[src/rtl/sfb_pkg.sv]
package sfb_pkg;
  localparam int unsigned FRAC_W   = 4;
  localparam int unsigned MOD_W    = 3;
  localparam int unsigned TBL_N    = 10;
  localparam int unsigned FOLD_OFS = 8;
  localparam int unsigned P0_SLOT  = 32;

  // bit e set: table position e gets one extra cycle
  function automatic logic [TBL_N-1:0] mod_mask(input logic [MOD_W-1:0] u);
    case (u)
      3'd1:    return 10'h101;
      3'd2:    return 10'h111;
      3'd3:    return 10'h115;
      3'd4:    return 10'h155;
      3'd5:    return 10'h357;
      3'd6:    return 10'h377;
      3'd7:    return 10'h37f;
      default: return 10'h000;
    endcase
  endfunction
endpackage

[src/rtl/sfb_mod_table.sv]
module sfb_mod_table
  import sfb_pkg::*;
#(
  parameter int unsigned IDX_W = 4
) (
  input  logic [MOD_W-1:0] mod_i,
  input  logic [IDX_W-1:0] pos_i,
  output logic             extra_o
);
  localparam int unsigned NPOS = 2 ** IDX_W;

  logic [TBL_N-1:0] mask;
  logic [NPOS-1:0]  hit;

  assign mask = mod_mask(mod_i);

  for (genvar k = 0; k < NPOS; k++) begin : g_pos
    localparam int unsigned FOLD = (k < TBL_N) ? k : ((k - FOLD_OFS) % TBL_N);
    assign hit[k] = mask[FOLD];
  end

  assign extra_o = hit[pos_i];

  always_comb begin
    if (mod_i == '0) assert_no_mod_at_zero_R4: assert (!extra_o);
  end
endmodule

[src/rtl/sfb_frac_acc.sv]
module sfb_frac_acc
  import sfb_pkg::*;
(
  input  logic              clk_i,
  input  logic              rst_ni,
  input  logic              clr_i,
  input  logic              step_i,
  input  logic [FRAC_W-1:0] frac_i,
  output logic              carry_o
);
  logic [FRAC_W-1:0] acc_q;
  logic [FRAC_W:0]   sum;

  assign sum     = {1'b0, acc_q} + {1'b0, frac_i};
  assign carry_o = sum[FRAC_W];

  always_ff @(posedge clk_i or negedge rst_ni) begin
    if (!rst_ni)     acc_q <= '0;
    else if (clr_i)  acc_q <= '0;
    else if (step_i) acc_q <= sum[FRAC_W-1:0];
  end

  assert_zero_frac_no_carry_R3: assert property (@(posedge clk_i) disable iff (!rst_ni)
    (frac_i == '0) |-> !carry_o);
  assert_clear_empties_acc_R3: assert property (@(posedge clk_i) disable iff (!rst_ni)
    clr_i |=> (acc_q == '0));
endmodule

[src/rtl/sfb_pos_ctr.sv]
module sfb_pos_ctr #(
  parameter int unsigned IDX_W = 4
) (
  input  logic             clk_i,
  input  logic             rst_ni,
  input  logic             clr_i,
  input  logic             step_i,
  input  logic [IDX_W-1:0] last_i,
  output logic [IDX_W-1:0] idx_o
);
  logic [IDX_W-1:0] idx_q;

  always_ff @(posedge clk_i or negedge rst_ni) begin
    if (!rst_ni)                        idx_q <= '0;
    else if (clr_i)                     idx_q <= '0;
    else if (step_i && idx_q != last_i) idx_q <= idx_q + 1'b1;
  end

  assign idx_o = idx_q;

  assert_idx_saturates_R6: assert property (@(posedge clk_i) disable iff (!rst_ni)
    (step_i && !clr_i && idx_q == last_i) |=> (idx_q == $past(idx_q)));
  assert_idx_advances_R6: assert property (@(posedge clk_i) disable iff (!rst_ni)
    (step_i && !clr_i && idx_q != last_i) |=> (idx_q == $past(idx_q) + 1'b1));
endmodule

[src/rtl/sfrac_baud_gen.sv]
module sfrac_baud_gen
  import sfb_pkg::*;
#(
  parameter int unsigned PRESC_W = 8,
  parameter int unsigned IDX_W   = 4
) (
  input  logic               clk_i,
  input  logic               rst_ni,
  input  logic               en_i,
  input  logic               frame_start_i,
  input  logic [PRESC_W-1:0] presc_i,
  input  logic [FRAC_W-1:0]  frac_i,
  input  logic [MOD_W-1:0]   mod_i,
  input  logic [IDX_W-1:0]   frame_len_i,
  output logic               bit_end_o,
  output logic [IDX_W-1:0]   bit_idx_o
);
  localparam int unsigned CNT_W = PRESC_W + FRAC_W + 2;

  logic               active_q;
  logic [PRESC_W-1:0] p_q;
  logic [FRAC_W-1:0]  m_q;
  logic [MOD_W-1:0]   u_q;
  logic [IDX_W-1:0]   len_q;
  logic [CNT_W-1:0]   cnt_q;
  logic [CNT_W-1:0]   last_cnt;
  logic               frac_extra;
  logic               mod_extra;
  logic               tick;
  logic               bit_end;
  logic [IDX_W-1:0]   idx;

  sfb_frac_acc i_frac (
    .clk_i  (clk_i),
    .rst_ni (rst_ni),
    .clr_i  (frame_start_i),
    .step_i (bit_end),
    .frac_i (m_q),
    .carry_o(frac_extra)
  );

  sfb_mod_table #(.IDX_W(IDX_W)) i_mod (
    .mod_i  (u_q),
    .pos_i  (idx),
    .extra_o(mod_extra)
  );

  sfb_pos_ctr #(.IDX_W(IDX_W)) i_pos (
    .clk_i  (clk_i),
    .rst_ni (rst_ni),
    .clr_i  (frame_start_i),
    .step_i (bit_end),
    .last_i (len_q - 1'b1),
    .idx_o  (idx)
  );

  always_comb begin
    if (p_q == '0) begin
      last_cnt = CNT_W'(P0_SLOT - 1);
    end else begin
      last_cnt = ((CNT_W'(p_q) + CNT_W'(1)) << FRAC_W)
               + CNT_W'(frac_extra) + CNT_W'(mod_extra) - CNT_W'(1);
    end
  end

  // a start pulse wins over a coinciding strobe
  assign tick    = active_q && en_i && !frame_start_i;
  assign bit_end = tick && (cnt_q == last_cnt);

  always_ff @(posedge clk_i or negedge rst_ni) begin
    if (!rst_ni) begin
      active_q <= 1'b0;
      p_q      <= '0;
      m_q      <= '0;
      u_q      <= '0;
      len_q    <= IDX_W'(3);
      cnt_q    <= '0;
    end else if (frame_start_i) begin
      active_q <= 1'b1;
      p_q      <= presc_i;
      m_q      <= frac_i;
      u_q      <= mod_i;
      len_q    <= frame_len_i;
      cnt_q    <= '0;
    end else if (tick) begin
      cnt_q    <= bit_end ? '0 : cnt_q + 1'b1;
    end
  end

  assign bit_end_o = bit_end;
  assign bit_idx_o = idx;

  assert_p0_slot_bound_R2: assert property (@(posedge clk_i) disable iff (!rst_ni)
    (active_q && p_q == '0) |-> (cnt_q < CNT_W'(P0_SLOT)));
  assert_cfg_held_R7: assert property (@(posedge clk_i) disable iff (!rst_ni)
    !frame_start_i |=> $stable({p_q, m_q, u_q, len_q}));
  assert_start_restarts_R8: assert property (@(posedge clk_i) disable iff (!rst_ni)
    frame_start_i |=> (cnt_q == '0 && bit_idx_o == '0 && !$past(bit_end_o)));
  assert_stall_holds_R9: assert property (@(posedge clk_i) disable iff (!rst_ni)
    (!en_i && !frame_start_i) |-> (!bit_end_o ##1 $stable(cnt_q)));
  assert_idle_quiet_R10: assert property (@(posedge clk_i) disable iff (!rst_ni)
    !active_q |-> (!bit_end_o && bit_idx_o == '0));
endmodule

[config.mk]
export PLATFORM = sky130hd
export DESIGN_NAME = sfrac_baud_gen
export DESIGN_NICKNAME = d
export VERILOG_FILES = /design/src/rtl/sfb_pkg.sv /design/src/rtl/sfb_mod_table.sv /design/src/rtl/sfb_frac_acc.sv /design/src/rtl/sfb_pos_ctr.sv /design/src/rtl/sfrac_baud_gen.sv
export SDC_FILE = /design/constraint.sdc
export NUM_CORES = 1
export LEC_CHECK = 0
export BUFFER_PORTS_ARGS = -buffer_cell sky130_fd_sc_hd__buf_2
export CAP_MARGIN = 15
export CORE_AREA = 2 2 113 115
export DETAILED_ROUTE_END_ITERATION = 12
export DIE_AREA = 0 0 115 117
export PLACE_DENSITY = 0.5
export SYNTH_ARGS = -nofsm -noshare
export SYNTH_HDL_FRONTEND = slang
export SYNTH_SLANG_ARGS = --single-unit
[constraint.sdc]
create_clock -name clk_i -period 3.7 [get_ports clk_i]
set_clock_uncertainty 0.05 [all_clocks]
set_input_delay 0.37 -clock clk_i [delete_from_list [all_inputs] [get_ports clk_i]]
set_output_delay 0.37 -clock clk_i [all_outputs]
set_load 0.03 [all_outputs]
==> summary.md, run 1 <==
| Metric | Value |
|---|---|
| DR iter-0 viols | 101 |
| N_diodes | 0 |
| Status | finished, violations left |
| Area growth syn-to-layout | 35.9% |
| Syn Std Cell Area | between 3000 and 4000 µm² |
| Area of the multi-input gates | 2330 µm² |
| I/O pin count | 28 |
| Worst VDD drop | 0.328 mV |
| Total grt overflow | 0 |
| Top FF cell, synth | dfrtp_1 |
| Syn. warnings | 0 |
| WP data required | 3.28 ns |
| Gr usage total | 13.3% |
| Pint | 1.03 mW |
| Nets@finish | ~450 |
| HP Class | input pin to asynchronous set/reset pin |
| Chip Height | 117 µm |
| Initial antenna violation count | 0 |
| Slew Viols, Final | 0 |
| Post-synth EDFFs | 0 |
| Share of cells above drive strength 1 | around 38% |
| R2R cell count | 16 |
| Crit Path Category | flop to primary output |
| Fillers | 1249 |
| Synth Area per Inst | 9.11 µm² |
| Sw frac | 26.8% |
| Syn nets | approximately 390 |
| DR pass1 iterations | 4 |
| Worst r2r src | m_q[0] |
| Leak | 1.82 nW |
| Core ar. | 12300 µm² |
| Power Density | 323 nW/µm² |
| Register area | 1050 µm² |
| Die X | 115 µm |
| Gpl congestion | just over 0.8 |
| Routed wire length | 8.54 mm |
| FFs w/ async S/R, synth | 100% |
| Root buf cell | clkbuf_16 |
| Post-synthesis cell type count | 69 |
| Final setup margin | -0.323 ns |
| Failing checks | setup timing |
| Final Hold Violating Endpoints | 0 |
| Worst-Margin Slew | 0.937 ns |
| Number of global-route vias before repair | 2906 |
| Commonest non-fill, non-tap cell in the layout | buf_4 |
| Yosys reg bits | 42 |
| Clock share of power | between 40% and 50% |
| IO Port Bufs | 27 |
| CTS Buf Count | 5 |
| Hold Buf Count CTS | 0 |
| Worst Setup Start Kind | flop |
| Slew HR | 37.5% |
| Seq pwr share | 36.2% |
| Most frequent cells in the layout | buf_4 (42), dfrtp_1 (39), nand2_1 (28), buf_2 (26), nor2_1 (18) |
| Post-synthesis sequential area ratio | about a third |
| Clk_lat worst skew | 0.29 ns |
| Switching power | 377 µW |
| Comb pwr share | 21.8% |
| Setup-failing EPs final | 21 |
| Max cap viols | 0 |
| Final Cycle Share | 109% |
| CTS tree | done |
| Total power | 1.41 mW |
| DP Worst Slack | -0.247 ns |
| Vias per cell | 5.06 |
| Gate Count Post-Synth | 352 |
| Via count | approximately 2.9k |
| Reg-to-Reg End | i_frac.acc_q[2] |
| R2R Setup Slk | -0.24 ns |
| Core Util, Final | 35.4% |
| DRC viols | 0 |
| CP Max Fanout | 4 |
| Critical Path End Type | primary output |
| Die area | 13500 µm² |
| Hold WS | ~0.17 ns |
| WP data arrival | 3.60 ns |
| Starting density of the core | 26.1% |
| Total clock sinks | 42 |
| Row cnt | 41 |
| Post-detail-place hpwl | 6.11 mm |
| RSZ-0062 raised after global routing | yes |
| Largest net degree at the start of global routing | 60 |
| First-pass GRT wire length | approximately 14 mm |
| FMAX | 249 MHz |
| Htree depth | 2 |
| Final antenna-violating net count | 0 |
| CTS clock-pin slew for the worst setup and hold paths | about 0.060 ns |
| CTS max path bufs | 2 |
| Tmin final | 4.02 ns |
| Average wire per standard cell | 15.1 µm |
[repair_timing]
item                                    CTS  global route
pin swaps                                13            21
resized for setup                        33            27
setup buffers                             5            11
cloned                                    0             1
endpoints found under the setup margin   22            23
[worst max-delay path: stages (launching register included)]
cell      delay, ns
dfrtp_1        0.38
ha_2           0.21
fa_2           0.36
a21o_1         0.19
a21oi_2        0.19
ha_4           0.20
nand2_4        0.08
nor4_4         0.20
buf_4          0.18
o41ai_1        0.07
and4bb_2       0.34
nor3_1         0.08
or3_4          0.39
o2111a_2       0.31
buf_6          0.15
[state kept, by name (all words and copies together) (netlist names)]
signal and count:
u_q 3, len_q 4, m_q 4, p_q 8, i_frac.acc_q 4, active_q 1, cnt_q 14, i_pos.idx_o 4
[worst max-delay path by stage]
stage / startpoint / end / slack (ns) / cells past startpoint
floorplan: i_pos.idx_o[2] / i_pos.idx_o[3] / 0.001 / 15
global placement: i_frac.acc_q[0] / i_frac.acc_q[2] / -0.23 / 14
detailed placement: i_frac.acc_q[0] / i_frac.acc_q[1] / -0.25 / 14
CTS: m_q[0] / bit_end_o / -0.30 / 13
global route: m_q[0] / bit_end_o / -0.46 / 15
finish: m_q[0] / bit_end_o / -0.32 / 14
[power groups by stage]
stage | logic, mW | registers, mW | clock network, mW
floorplan | 0.184 | 0.507 | 0
global placement | 0.265 | 0.518 | 0
detailed placement | 0.269 | 0.518 | 0
CTS | 0.282 | 0.510 | 0.607
global route | 0.341 | 0.515 | 0.623
finish | 0.308 | 0.510 | 0.592
[routing by layer]
layer / global-route usage, % / up-vias / share of wire (%)
li1: - / 1413 / -
met1: 16.6 / 1371 / 45
met2: 23.3 / 57 / 49
met3: 2.06 / 13 / 3.1
met4: 5.14 / 0 / 2.9
met5: 0 / - / 0
[kinds of logic (layout without fill, tap and decap cells)]
logic type      count (synthesis)  after routing  synth area share (%)
mux                            22             22                  7.57
fa+ha+maj                      14             14                  5.62
compound gates                 64             64                  14.6
simple gates                  148            148                  26.6
xor+xnor                       31             31                  8.46
flops                          42             42                  32.8
buf+inv                        31             93                  4.33
[through the flow]
stage / area (µm²) / TNS (ns) / instances
finish: 4360 / -3.27 / 564
detailed placement: 3740 / -3.18 / 540
floorplan: 3270 / 0 / 352
CTS: 4130 / -1.59 / 553
global placement: 3740 / -2.46 / 540
global route: 4360 / -6.81 / 564
[layout make-up]
| cell class | instances | area share, % |
|---|---|---|
| clock buffer | 6 | 3.19 |
| clock inverter | 2 | 1.38 |
| inverter | 10 | 0.861 |
| multi-input combinational | 279 | 53.3 |
| sequential | 42 | 24.2 |
| tap | 150 | 4.30 |
| timing repair buffer | 75 | 12.7 |
[cell usage after synthesis, types with 3 or more instances]
cell | instances | area, µm²
and2_1 | 4 | 25.0
a21oi_1 | 9 | 45.0
nand3b_1 | 5 | 37.5
or3_1 | 6 | 37.5
nor4_1 | 3 | 18.8
a31oi_1 | 3 | 18.8
mux2_2 | 14 | 158
a211oi_1 | 3 | 22.5
mux2i_1 | 4 | 40.0
and3_1 | 8 | 50.1
nor3_2 | 4 | 40.0
nor2_1 | 20 | 75.1
inv_1 | 10 | 37.5
nor2b_1 | 11 | 68.8
dfrtp_1 | 40 | 1000
buf_2 | 3 | 15.0
a21o_1 | 3 | 22.5
nand4_1 | 8 | 50.1
o21ai_0 | 18 | 90.1
nand3_1 | 10 | 50.1
nor3_1 | 18 | 90.1
o31ai_1 | 3 | 22.5
buf_1 | 3 | 11.3
mux2_1 | 4 | 45.0
nand2_1 | 29 | 109
xnor2_1 | 16 | 140
ha_1 | 12 | 150
clkbuf_1 | 12 | 45.0
xor2_1 | 15 | 131
(Power assumes the default switching activity.)
==> run 2: changes to the inputs <==
CORE_AREA = 2 2 107 109   (was 2 2 113 115)
DIE_AREA = 0 0 109 111   (was 0 0 115 117)
PLACE_DENSITY = 0.54   (was 0.5)
==> run 2 against run 1 <==
Against the previous run:
- the run still ends with setup timing left
- power down 11%
- hold slack better by 0.025 ns
- clock power down 24%
- via count up 0.74%
- first-iteration DRC count up 8.9%
- clock-buffer cell count unchanged
- maximum frequency up 1.1%
- global-route usage up 1.2 points
- critical path depth unchanged
- register-to-register slack worse by 0.03 ns
==> summary.md, run 2 (synthesized netlist as in run 1, its figures left out) <==
| Metric | Value |
|---|---|
| Status | finished, violations left |
| Failing checks | setup timing |
| Row cnt | 39 (-4.9%) |
| Worst path cell trace | ha_2 > fa_2 > a21o_1 > a21oi_2 > ha_4 > nand3b_1 > buf_6 > a221oi_2 > xnor2_1 > buf_4 > nor3b_2 > or3_4 > o2111a_2 > buf_6 |
| Hold Buf Count CTS | 0 (unchanged) |
| Core ar. | 11100 µm² (-10%) |
| Final Cycle Share | 108% (-1.2 points) |
| Final setup margin | -0.280 ns (+0.0433 ns) |
| Crit-path most repeated cell | buf_6 |
| Share of cells above drive strength 1 | 37.2% (-0.69 points) |
| Critical path's slowest cell | dfrtp_1 |
| Fin cells | 562 (-0.35%) |
| Comb pwr share | 23.7% (+1.9 points) |
| WL met3 | 205 µm (-24%) |
| Worst Setup Start Kind | flop |
| Met2 routed WL | 4.21 mm (-0.21%) |
| Setup-failing EPs final | 21 (unchanged) |
| Final Hold Violating Endpoints | 0 (unchanged) |
| Most frequent cells in the layout | buf_4 (46), dfrtp_1 (39), nand2_1 (28), buf_2 (26), nor2_1 (19) |
| Placement Cell Area | 3790 µm² (+1.4%) |
| IO Port Bufs | 27 (unchanged) |
| Number of global-route vias before repair | 2854 (-1.8%) |
| Sw frac | 30.5% (+3.7 points) |
| Wire length on met1 | 3.92 mm (+2.9%) |
| Routed wire length | 8.49 mm (-0.69%) |
| HP Class | input pin to asynchronous set/reset pin |
| DR pass1 iterations | 4 (unchanged) |
| Switching power | 383 µW (+1.5%) |
| Total power | 1.26 mW (-11%) |
| CTS Buf Count | 5 (unchanged) |
| I/O pin count | 28 (unchanged) |
| CP Max Fanout | 4 (unchanged) |
| Critical Path End Type | primary output |
| Slew HR | 33.9% (-3.6 points) |
| Average wire per standard cell | 15.1 µm (-0.34%) |
| RSZ-0062 raised after global routing | yes |
| Largest net degree at the start of global routing | 43 (-28%) |
| Clock share of power | 35.6% (-6.4 points) |
| FMAX | 251 MHz (+1.1%) |
| First-pass GRT wire length | 14.1 mm (-0.49%) |
| Max reg flops | 14 (unchanged) |
| DP Worst Slack | -0.247 ns (-0.000172 ns) |
| Worst-Margin Slew | 0.991 ns (+0.0538 ns) |
| Total clock sinks | 42 (unchanged) |
| DR iter-0 viols | 110 (+8.9%) |
| Seq pwr share | 40.7% (+4.5 points) |
| Placed Instances | 541 (+0.19%) |
| Cell family with the largest share of critical-path delay | compound AO/OA/AOI/OAI gates |
| Starting density of the core | 29.0% (+2.9 points) |
| Core Util, Final | 38.5% (+3.1 points) |
| Vias per cell | 5.12 (+1.1%) |
| Commonest non-fill, non-tap cell in the layout | buf_4 |
| Nets@finish | 454 (+1.1%) |
| Power Density | 294 nW/µm² (-8.9%) |
| WP data required | 3.28 ns (about the same) |
| Die area | 12100 µm² (-10%) |
| Gpl congestion | 0.868 (+4.9%) |
| Crit-path max cell delay | 0.38 ns (about the same) |
| CTS clock-pin slew for the worst setup and hold paths | 0.07 ns (about the same) |
| Slew Viols, Final | 0 (unchanged) |
| Hold WS | 0.199 ns (+0.0247 ns) |
| Leak | 1.80 nW (-1.1%) |
| Root buf cell | clkbuf_16 |
| Reg with most FFs | cnt_q |
| Via count | 2875 (+0.74%) |
| WP data arrival | 3.56 ns (-0.04 ns) |
| Post-Layout Inst Area | 4270 µm² (-2.1%) |
| Final antenna-violating net count | 0 (unchanged) |
| Clk_lat worst skew | 0.29 ns (about the same) |
| Area growth syn-to-layout | 33.1% |
| CTS tree | done |
| Die X | 109 µm (-5.2%) |
| Post-detail-place hpwl | 6.14 mm (+0.36%) |
| CP Buf/Inv Count | 3 (+1) |
| Tmin final | 3.98 ns (-0.0433 ns) |
| DRC viols | 0 (unchanged) |
| CTS max path bufs | 2 (unchanged) |
| Largest regs | cnt_q: 14 flops, p_q: 8 flops |
| Total negative slack | -3.31 ns (-0.0412 ns) |
| Total grt overflow | 0 (unchanged) |
| Crit Path Category | flop to primary output |
| Chip Height | 111 µm (-5.1%) |
| Initial antenna violation count | 0 (unchanged) |
| Max cap viols | 0 (unchanged) |
| Pint | 874 µW (-15%) |
| Worst VDD drop | 0.163 mV (-50%) |
| Gr usage total | 14.5% (+1.2 points) |
| Top routing layer in use | met4 |
| Htree depth | 2 (unchanged) |
| N_diodes | 0 (unchanged) |
## run 2: cell count changes in the layout (fill, tap and decap cells not counted), moves of 2 or more
cell / previous run / this run
a211oi_1: 3 / 1
a211oi_2: 0 / 2
buf_4: 42 / 46
buf_6: 4 / 6
bufinv_16: 2 / 0
clkinvlp_4: 0 / 2
mux2_2: 13 / 11
nor2_4: 2 / 0
o21ai_2: 2 / 0
o31ai_1: 1 / 3
## run 2: path summary, 6_finish.rpt
path / start / cells after the start / slack [ns] / to
worst max-delay path: i_frac.acc_q[0] / 14 / -0.28 / bit_end_o
worst min-delay path: rst_ni / 1 / 0.20 / len_q[2]
worst max register to register: i_frac.acc_q[0] / 17 / -0.27 / i_frac.acc_q[0]
worst min register to register: active_q / 1 / 0.45 / active_q
max in group asynchronous: rst_ni / 1 / 2.73 / i_pos.idx_o[2]
min in group clk_i: presc_i[4] / 3 / 0.24 / p_q[4]
## run 2: final cells by class
type                            count  area (µm²)
Fill cell                        1093        6810
Inverter                           10        37.5
Clock inverter                      2        15.0
Clock buffer                        6         129
Timing Repair Buffer               80         578
Tap cell                          143         179
Sequential cell                    42        1050
Multi-Input combinational cell    279        2280
## run 2: what timing repair did
item                                    in CTS  in global routing
setup buffers                                9                  4
pin swaps                                   12                 14
hold endpoints to repair                     0                  0
endpoints found under the setup margin      23                 23
resized for setup                           26                 26
## run 2: metal layers
metal  up-vias  GRT usage, %
li1       1421             -
met1      1396          19.5
met2        47          23.7
met3        11          2.06
met4         0          4.96
met5         -             0
## run 2: power by group through the flow
| stage | Sequential (mW) | Combinational (mW) | Clock, mW |
|---|---|---|---|
| after floorplan | 0.507 | 0.184 | 0 |
| after global placement | 0.519 | 0.270 | 0 |
| after detailed placement | 0.520 | 0.274 | 0 |
| after CTS | 0.511 | 0.288 | 0.458 |
| after global routing | 0.517 | 0.328 | 0.476 |
| final | 0.511 | 0.298 | 0.448 |
